--- src/rtl/rxq_pkg.sv ---
package rxq_pkg;
  // Register offsets; software decodes these
  localparam int unsigned OFS_DATA   = 0;
  localparam int unsigned OFS_LEVEL  = 1;
  localparam int unsigned OFS_STATUS = 2;
  // Status bit positions
  localparam int unsigned ST_EMPTY = 0;
  localparam int unsigned ST_UNDER = 1;
  localparam int unsigned ST_OVER  = 2;
  localparam int unsigned ST_FULL  = 3;
endpackage

--- src/rtl/rxq_store.sv ---
module rxq_store #(
  parameter int unsigned DATA_W = 32,
  parameter int unsigned DEPTH  = 8,
  parameter int unsigned LVL_W  = $clog2(DEPTH + 1)
) (
  input  logic              clk,
  input  logic              rst_n,
  input  logic              push_en,
  input  logic [DATA_W-1:0] push_word,
  input  logic              pop_en,
  output logic [DATA_W-1:0] head_word,
  output logic [LVL_W-1:0]  count,
  output logic              is_empty,
  output logic              is_full
);
  localparam int unsigned PTR_W = (DEPTH > 1) ? $clog2(DEPTH) : 1;

  logic [DATA_W-1:0] mem_q [DEPTH];
  logic [DEPTH-1:0]  wr_sel;
  logic [PTR_W-1:0]  wr_ptr_q, wr_ptr_d, rd_ptr_q, rd_ptr_d;
  logic [LVL_W-1:0]  cnt_q, cnt_d;

  function automatic logic [PTR_W-1:0] ptr_inc(input logic [PTR_W-1:0] p);
    if (p == PTR_W'(DEPTH - 1)) return '0;
    return p + 1'b1;
  endfunction

  // One write enable per entry
  for (genvar g = 0; g < DEPTH; g++) begin : g_sel
    assign wr_sel[g] = push_en && (wr_ptr_q == PTR_W'(g));
  end

  always_ff @(posedge clk) begin
    for (int i = 0; i < DEPTH; i++) begin
      if (wr_sel[i]) mem_q[i] <= push_word;
    end
  end

  always_comb begin
    wr_ptr_d = push_en ? ptr_inc(wr_ptr_q) : wr_ptr_q;
    rd_ptr_d = pop_en  ? ptr_inc(rd_ptr_q) : rd_ptr_q;
    cnt_d    = cnt_q;
    if (push_en && !pop_en) cnt_d = cnt_q + 1'b1;
    else if (pop_en && !push_en) cnt_d = cnt_q - 1'b1;
  end

  always_ff @(posedge clk or negedge rst_n) begin
    if (!rst_n) begin
      wr_ptr_q <= '0;
      rd_ptr_q <= '0;
      cnt_q    <= '0;
    end else begin
      wr_ptr_q <= wr_ptr_d;
      rd_ptr_q <= rd_ptr_d;
      cnt_q    <= cnt_d;
    end
  end

  assign head_word = mem_q[rd_ptr_q];
  assign count     = cnt_q;
  assign is_empty  = (cnt_q == '0);
  assign is_full   = (cnt_q == LVL_W'(DEPTH));

  assert_count_bound_R2: assert property (@(posedge clk) disable iff (!rst_n)
    cnt_q <= LVL_W'(DEPTH));
  assert_pop_drops_level_R2: assert property (@(posedge clk) disable iff (!rst_n)
    (pop_en && !push_en) |=> (cnt_q == $past(cnt_q) - LVL_W'(1)));
  assert_pushpop_level_R7: assert property (@(posedge clk) disable iff (!rst_n)
    (pop_en && push_en) |=> $stable(cnt_q));
  assert_last_pop_empty_R3: assert property (@(posedge clk) disable iff (!rst_n)
    (pop_en && !push_en && cnt_q == LVL_W'(1)) |=> is_empty);
  assert_no_pop_when_empty_R6: assert property (@(posedge clk) disable iff (!rst_n)
    pop_en |-> !is_empty);
  assert_no_push_when_full_R8: assert property (@(posedge clk) disable iff (!rst_n)
    push_en |-> !is_full);
endmodule

--- src/rtl/rxq_csr.sv ---
module rxq_csr
  import rxq_pkg::*;
#(
  parameter int unsigned DATA_W = 32,
  parameter int unsigned ADDR_W = 4,
  parameter int unsigned LVL_W  = 4
) (
  input  logic              clk,
  input  logic              rst_n,
  input  logic [ADDR_W-1:0] bus_addr,
  input  logic              bus_rd,
  input  logic              bus_wr,
  input  logic              ovf_clr_bit,
  input  logic              in_valid,
  input  logic              q_empty,
  input  logic              q_full,
  input  logic [LVL_W-1:0]  q_count,
  input  logic [DATA_W-1:0] q_head,
  output logic              pop_en,
  output logic              push_en,
  output logic [DATA_W-1:0] bus_rdata
);
  logic              sel_data, sel_level, sel_status;
  logic              udf_q, udf_d, ovf_q, ovf_d;
  logic [DATA_W-1:0] rd_mux, rdata_q, status_word;

  assign sel_data   = (bus_addr == ADDR_W'(OFS_DATA));
  assign sel_level  = (bus_addr == ADDR_W'(OFS_LEVEL));
  assign sel_status = (bus_addr == ADDR_W'(OFS_STATUS));

  assign pop_en  = bus_rd && sel_data && !q_empty;
  assign push_en = in_valid && !q_full;

  always_comb begin
    status_word           = '0;
    status_word[ST_EMPTY] = q_empty;
    status_word[ST_UNDER] = udf_q;
    status_word[ST_OVER]  = ovf_q;
    status_word[ST_FULL]  = q_full;
  end

  always_comb begin
    rd_mux = '0;
    if (sel_data)        rd_mux = q_empty ? '0 : q_head;
    else if (sel_level)  rd_mux = DATA_W'(q_count);
    else if (sel_status) rd_mux = status_word;
  end

  always_comb begin
    udf_d = udf_q || (bus_rd && sel_data && q_empty);
    ovf_d = ovf_q;
    if (bus_wr && sel_status && ovf_clr_bit) ovf_d = 1'b0;
    if (in_valid && q_full) ovf_d = 1'b1;
  end

  always_ff @(posedge clk or negedge rst_n) begin
    if (!rst_n) begin
      udf_q   <= 1'b0;
      ovf_q   <= 1'b0;
      rdata_q <= '0;
    end else begin
      udf_q <= udf_d;
      ovf_q <= ovf_d;
      if (bus_rd) rdata_q <= rd_mux;
    end
  end

  assign bus_rdata = rdata_q;

  assert_underflow_R6: assert property (@(posedge clk) disable iff (!rst_n)
    (bus_rd && sel_data && q_empty) |=> (udf_q && bus_rdata == '0));
  assert_underflow_sticky_R6: assert property (@(posedge clk) disable iff (!rst_n)
    udf_q |=> udf_q);
  assert_no_overflow_R8: assert property (@(posedge clk) disable iff (!rst_n)
    (in_valid && q_full) |=> ovf_q);
  assert_ovf_clear_R8: assert property (@(posedge clk) disable iff (!rst_n)
    (bus_wr && sel_status && ovf_clr_bit && !(in_valid && q_full)) |=> !ovf_q);
  assert_rdata_hold_R1: assert property (@(posedge clk) disable iff (!rst_n)
    !bus_rd |=> $stable(bus_rdata));
endmodule

--- src/rtl/rxq_csr_port.sv ---
module rxq_csr_port
  import rxq_pkg::*;
#(
  parameter int unsigned DATA_W = 32,
  parameter int unsigned DEPTH  = 8,
  parameter int unsigned ADDR_W = 4
) (
  input  logic              clk,
  input  logic              rst_n,
  input  logic              in_valid,
  input  logic [DATA_W-1:0] in_data,
  output logic              q_full,
  output logic              q_empty,
  input  logic [ADDR_W-1:0] bus_addr,
  input  logic              bus_rd,
  input  logic              bus_wr,
  input  logic [DATA_W-1:0] bus_wdata,
  output logic [DATA_W-1:0] bus_rdata,
  output logic [DATA_W-1:0] peek_data
);
  localparam int unsigned LVL_W = $clog2(DEPTH + 1);

  logic              pop_en, push_en, empty_w, full_w;
  logic [LVL_W-1:0]  count_w;
  logic [DATA_W-1:0] head_w;
  logic              unused_wdata;

  assign unused_wdata = ^{bus_wdata[DATA_W-1:ST_OVER+1], bus_wdata[ST_OVER-1:0]};

  rxq_store #(.DATA_W(DATA_W), .DEPTH(DEPTH), .LVL_W(LVL_W)) u_store (
    .clk       (clk),
    .rst_n     (rst_n),
    .push_en   (push_en),
    .push_word (in_data),
    .pop_en    (pop_en),
    .head_word (head_w),
    .count     (count_w),
    .is_empty  (empty_w),
    .is_full   (full_w)
  );

  rxq_csr #(.DATA_W(DATA_W), .ADDR_W(ADDR_W), .LVL_W(LVL_W)) u_csr (
    .clk         (clk),
    .rst_n       (rst_n),
    .bus_addr    (bus_addr),
    .bus_rd      (bus_rd),
    .bus_wr      (bus_wr),
    .ovf_clr_bit (bus_wdata[ST_OVER]),
    .in_valid    (in_valid),
    .q_empty     (empty_w),
    .q_full      (full_w),
    .q_count     (count_w),
    .q_head      (head_w),
    .pop_en      (pop_en),
    .push_en     (push_en),
    .bus_rdata   (bus_rdata)
  );

  assign q_full    = full_w;
  assign q_empty   = empty_w;
  assign peek_data = empty_w ? '0 : head_w;

  assert_other_read_keeps_level_R4: assert property (@(posedge clk) disable iff (!rst_n)
    (bus_rd && bus_addr != ADDR_W'(OFS_DATA) && !in_valid) |=> ($stable(count_w) && $stable(peek_data)));
  assert_peek_no_effect_R5: assert property (@(posedge clk) disable iff (!rst_n)
    (!bus_rd && !in_valid) |=> ($stable(count_w) && $stable(peek_data)));
  assert_write_no_queue_effect_R9: assert property (@(posedge clk) disable iff (!rst_n)
    (bus_wr && !bus_rd && !in_valid) |=> $stable(count_w));
  assert_empty_level_R3: assert property (@(posedge clk) disable iff (!rst_n)
    q_empty |-> (peek_data == '0));
endmodule

--- config.mk ---
export PLATFORM = sky130hd
export DESIGN_NAME = rxq_csr_port
export DESIGN_NICKNAME = d
export VERILOG_FILES = /design/src/rtl/rxq_pkg.sv /design/src/rtl/rxq_store.sv /design/src/rtl/rxq_csr.sv /design/src/rtl/rxq_csr_port.sv
export SDC_FILE = /design/constraint.sdc
export NUM_CORES = 1
export LEC_CHECK = 0
export BUFFER_PORTS_ARGS = -buffer_cell sky130_fd_sc_hd__buf_2
export CAP_MARGIN = 20
export CELL_PAD_IN_SITES_DETAIL_PLACEMENT = 0
export CELL_PAD_IN_SITES_GLOBAL_PLACEMENT = 1
export CORE_MARGIN = 2
export CORE_UTILIZATION = 48
export CTS_BUF_LIST = sky130_fd_sc_hd__clkbuf_8
export DETAILED_ROUTE_END_ITERATION = 12
export PLACE_DENSITY = 0.79
export SLEW_MARGIN = 20
export SYNTH_ARGS = -nofsm -noshare
export SYNTH_HDL_FRONTEND = slang
export SYNTH_HIERARCHICAL = 1
export SYNTH_SLANG_ARGS = --single-unit
--- constraint.sdc ---
create_clock -name clk -period 7.03 [get_ports clk]
set_input_delay 0 -clock clk [delete_from_list [all_inputs] [get_ports clk]]
set_output_delay 0 -clock clk [all_outputs]
set_load 0.02 [all_outputs]
After elaboration in Yosys (flattened, before gate mapping)
Memory sizes are Yosys's and may differ from the RTL's. Index checks and enable logic that the tools add are counted. W data, S select, Z words.

Register bits after elaboration: 44. Memory bits (writable): 256. Output and inout bits: 66. Logic and storage cells: 107. Memories kept: 1.

Memories: u_store.mem_q (words 8, width 32, rd ports 1, clocked after memory_dff 0, wr ports 1, RTL line rxq_store.sv:18) `logic [DATA_W-1:0] mem_q [DEPTH];`.

Add/sub/neg operators: 4. Equality and inequality tests: 11. Mux-type cells: 51. Reductions and logical operators: 34.

Operators with widths (count): $mux W32 (10); $reduce_or A32 Y1 (7); $mux W3 (11); $mux W1 (27); $logic_and A1 B1 Y1 (17); $eq A3 B3 Y1 const B (5); $mux W4 (3); $logic_not A4 Y1 (2); $add A3 B1 Y3 const B (2); $eq A3 B2 Y1 const B (2); $add A4 B1 Y4 const B (1); $eq A4 B1 Y1 const B (1); $eq A4 B2 Y1 const B (1); $eq A4 B4 Y1 const B (1); $logic_not A1 Y1 (4); $reduce_bool A2 Y1 (2); $sub A4 B1 Y4 const B (1); $eq A3 B1 Y1 const B (1); $logic_not A3 Y1 (1); $logic_or A1 B1 Y1 (1).

Logic depth before layout (Yosys ltp)
Depth after elaboration: 14. Gate-level depth with buffers: 10.

By module
The synthesis kept the hierarchy.

By module, submodules not included: rxq_store (instances 1, cells an instance 441, area each 10352.4 µm², seq. area each 7937.6 µm²); rxq_csr (instances 1, cells an instance 154, area each 1617.8 µm², seq. area each 850.8 µm²); rxq_csr_port (instances 1, cells an instance 35, area each 222.7 µm², seq. area each 0.0 µm²).

Least setup slack after synthesis
Ideal clock, no wire load.

Path type: register to register. From: register u_store.cnt_q[0] (netlist: u_store/count[0]). To: register u_store.cnt_q[3] (netlist: u_store/count[3]). Library setup time: 0.131 ns. Arrival: 3.745 ns. Path slack: 3.154 ns. Cell stages (with the launch flop): 11. Buffers on the path: 0. Path through: dfrtp_1 nor4_1 nor3_4 and3_1 inv_1 ha_1 inv_1 ha_1 or4_1 o211ai_1 o211ai_1.

Longest elaborated chain between the ends: 6. Elaborated cells between the ends (all ways): 15. Classes of those cells: add/sub: 2; eq/ne: 1; mux: 2; reduce/logical: 10.

Ends and longest elaborated chain: from (decl) (RTL line rxq_store.sv:21) `logic [LVL_W-1:0] cnt_q, cnt_d;`; from (signal assigned) (RTL line rxq_store.sv:55) `cnt_q <= cnt_d;`; $logic_not A4 Y1 (*) (RTL line rxq_store.sv:61) `assign is_empty = (cnt_q == '0);`; named net q_empty (RTL line rxq_csr_port.sv:13) `output logic q_empty,`; $logic_not A1 Y1 (*) (RTL line rxq_csr.sv:31) `assign pop_en = bus_rd && sel_data && !q_empty;`; $logic_and A1 B1 Y1 (*) (RTL line rxq_csr.sv:31); named net pop_en (RTL line rxq_csr_port.sv:23) `logic pop_en, push_en, empty_w, full_w;`; $logic_not A1 Y1 (RTL line rxq_store.sv:43) `if (push_en && !pop_en) cnt_d = cnt_q + 1'b1;`; $logic_and A1 B1 Y1 (RTL line rxq_store.sv:43); $mux W4 / $reduce_bool A2 Y1 (equally long branches).

The timed path passes the listed nets; every way through them passes the cells marked *. The select of a mux whose other input is x is not followed. A chain may end at the register's enable or synchronous reset.

Final worst setup path
From: register u_store.rd_ptr_q[0]. To: output port peek_data[25].

Longest elaborated chain between the ends: 2.

Ends and longest elaborated chain: from (decl) (RTL line rxq_store.sv:20) `logic [PTR_W-1:0] wr_ptr_q, wr_ptr_d, rd_ptr_q, rd_ptr_d;`; from (signal assigned) (RTL line rxq_store.sv:54) `rd_ptr_q <= rd_ptr_d;`; $mem_v2 Z8 W32; named net head_w[25] (RTL line rxq_csr_port.sv:25) `logic [DATA_W-1:0] head_w;`; $mux W32 (RTL line rxq_csr_port.sv:61) `assign peek_data = empty_w ? '0 : head_w;`; to (decl) (RTL line rxq_csr_port.sv:19) `output logic [DATA_W-1:0] peek_data`.

The timed path passes the listed nets, and every way through them passes these cells.

==> impl_metrics.ini <==
[floorplanning]
die_w_um = 163
coreArea_mm2 = 0.0250
row_count = 58
die_h_um = 163
io_pins = 139
die_area_mm2 = 0.0267
start_util = 0.487

[setup_path]
r2r_end = u_store/count[3]$_DFFE_PN0P_
arrival_ns = 3.39
ff2ff_setup_slack_ns = 3.68
worstPathCellList = buf_4, mux4_1, mux2_2, nor2b_1, buf_2
slowest_stage = dfrtp_4
critPathKind = flip-flop to output pin
crit_required_ns = 7.03
critical_path.max_stage_delay_ns = 0.79
end_kind = output pin
rr_worst_depth = 8
worstReg2RegStart = u_store/count[0]$_DFFE_PN0P_
cp_max_fo = 41
cp-start-kind = flip-flop

[detailed_routing]
finalWirelength_um = 24300
drtPass1Iterations = 4
ant_nets = 0
vias = 6299
avgRoutedWirePerCell_um = 20.7
drt-initial-drc-count = 490
drc = 0
drt-vias-per-instance = 5.37

[clock_tree]
cts_root_buf = clkbuf_8
clkTransAtPathRegs_ns = 0.06
cts_tree = built
clock_path_buffers = 3
clock_latency_ns = 0.58
cts_buffers = 48
cts-htree-levels = 2
clock-sinks = 300
cts_setup_buffers = 0
ctsResizeCount = 0
postCtsHoldBufs = 44

[grt]
grt_pass1_wl_um = 37600
antenna_found_initial = 0
grt_usage = 0.188
grt_pass1_vias = 6710
grt_max_degree = 67
overflow = 0

[timing]
slew_headroom = 0.285
rsz0062_at_grt = false
setup_ws_ns = 3.64
worst_pin_slew_ns = 1.07
setup_tns_ns = 0
finalHoldViolCount = 0
period_share = 0.482
clock-skew-final_ns = 0.0192
fmax_mhz = 295
maxSlewViolCount = 0
fin_crit_ns = 3.39
setup_violations = 0

[logic_synthesis]
ys.flop_type = edfxtp_1
yosysWarnings = 6
synthDistinctLibCells = 43
netlist.area_leader.share = 0.630
synthCells = 630
netlist_top_cells_area = edfxtp_1 63%, mux4_2 10%, dfrtp_1 9.0%
ys_seq_area_frac = 0.721
syn_nets = 715
synth_area_mm2 = 0.0122
synth_edf_count = 256
yosysTopAreaCell = edfxtp_1
syn_area_per_cell_um2 = 19.4
ys_ff_latch = 300
async_flop_share = 0.147

[power_and_ir_drop]
p_sw_mw = 1.78
sw_frac_of_total = 0.316
power.internal_mw = 3.86
peakVddDrop_mv = 0.197
power_frac_comb = 0.312
seqPwrFrac = 0.419
finalPower_mw = 5.64
p_per_area_mw_per_mm2 = 390
clkPwrFrac = 0.270
leakage_nw = 5.21

[layout]
fin_nets = 889
area_growth_pct = 18.5
n_antenna_cell = 0
drive_gt1_frac = 0.371
final_cell_mix = 256 x edfxtp_1, 107 x buf_2, 60 x clkbuf_8
final_common_cell = edfxtp_1

[flow_run]
maxCapViolCount = 0

[placed_design]
portBuffers = 107
dp_hpwl_um = 13100
dp_slack_ns = 3.72
place_congestion = 0.746

[min_path]
hold_path_class = primary input to async pin

[status]
status = completed
critical path, delay by kind of cell (launching register included):
kind | cells | cell delay (ns)
buffers and inverters | 2 | 0.91
and+or+nand+nor | 1 | 0.14
DFF | 1 | 0.79
muxes | 2 | 0.96
state kept, by name, summed over array words and instances (netlist names):
register	flops
u_csr/bus_rdata	32
u_csr/ovf_q	1
u_csr/udf_q	1
u_store/count	4
u_store/mem_q	256
u_store/rd_ptr_q	3
u_store/wr_ptr_q	3
metal layers:
metal,part of all wire,wire [um],track usage,up-vias
li1,-,-,-,2849
met1,0.43,10400,0.252,3208
met3,0.064,1560,0.0368,40
met2,0.49,11900,0.315,202
met5,0,0,0,-
met4,0.019,462,0.0595,0
cell type report:
cell class              instances  area, um2
clock inverters                30        191
flip-flops and latches        300       8790
clock buffers                  60        826
fillers                      1915      10600
multi-input cells             264       3080
well taps                     330        413
inverters                      34        128
repair buffers                156       1010
cells in the mapped netlist, types with 2 or more instances:
cell type / instances
clkbuf_1: 13
mux4_1: 8
nor2b_1: 34
o211ai_1: 2
edfxtp_1: 256
dfrtp_1: 44
nand3b_1: 2
o22ai_1: 8
and2_1: 5
buf_2: 6
o21ai_0: 4
buf_6: 5
nand2_1: 36
a21oi_1: 3
a31oi_1: 4
ha_1: 11
buf_4: 6
o22ai_2: 20
and3_1: 4
nor2_1: 8
a32oi_1: 4
xnor2_1: 2
mux4_2: 56
nand3_1: 3
mux2_2: 35
inv_1: 34
stage by stage:
stage               instances  hold WS [ns]  utilization  cell area (um2)
detailed placement       1040         0.168        0.519            13000
global route             1174         0.142        0.577            14400
finish                   1174        0.0881        0.577            14400
floorplan                 630        -0.296            -            12200
global placement         1040         0.149        0.519            13000
CTS                      1174        0.0777        0.577            14400
worst max-delay path by stage:
stage,end,startpoint
global placement,u_store/count[3]$_DFFE_PN0P_,u_store/count[0]$_DFFE_PN0P_
finish,peek_data[25],u_store/rd_ptr_q[0]$_DFFE_PN0P_
floorplan,u_store/count[3]$_DFFE_PN0P_,u_store/count[0]$_DFFE_PN0P_
global route,peek_data[26],u_store/rd_ptr_q[0]$_DFFE_PN0P_
CTS,peek_data[26],u_store/rd_ptr_q[0]$_DFFE_PN0P_
detailed placement,u_store/count[3]$_DFFE_PN0P_,u_store/count[0]$_DFFE_PN0P_
cell families (layout without fill, tap and decap cells):
group                    count (synthesis)  count (layout)  share of synthesized area
AND/OR/NAND/NOR                        102             102                     0.0468
buffers and inverters                   66             280                     0.0281
flip-flops                             300             300                      0.721
AO/OA/AOI/OAI                           48              48                     0.0361
adder cells (fa/ha/maj)                 12              12                     0.0129
XOR/XNOR                                 2               2                    0.00144
multiplexers                           100             100                      0.154
power groups by stage:
stage	sequential, mW	clock (mW)	combinational, mW
2_1_floorplan	2.31	0	1.35
3_3_place_gp	2.38	0	1.71
3_5_place_dp	2.41	0	1.75
4_1_cts	2.37	1.56	1.78
5_1_grt	2.39	1.64	1.91
6_report	2.36	1.52	1.76
Note: power is estimated with default switching activity, not from simulation.
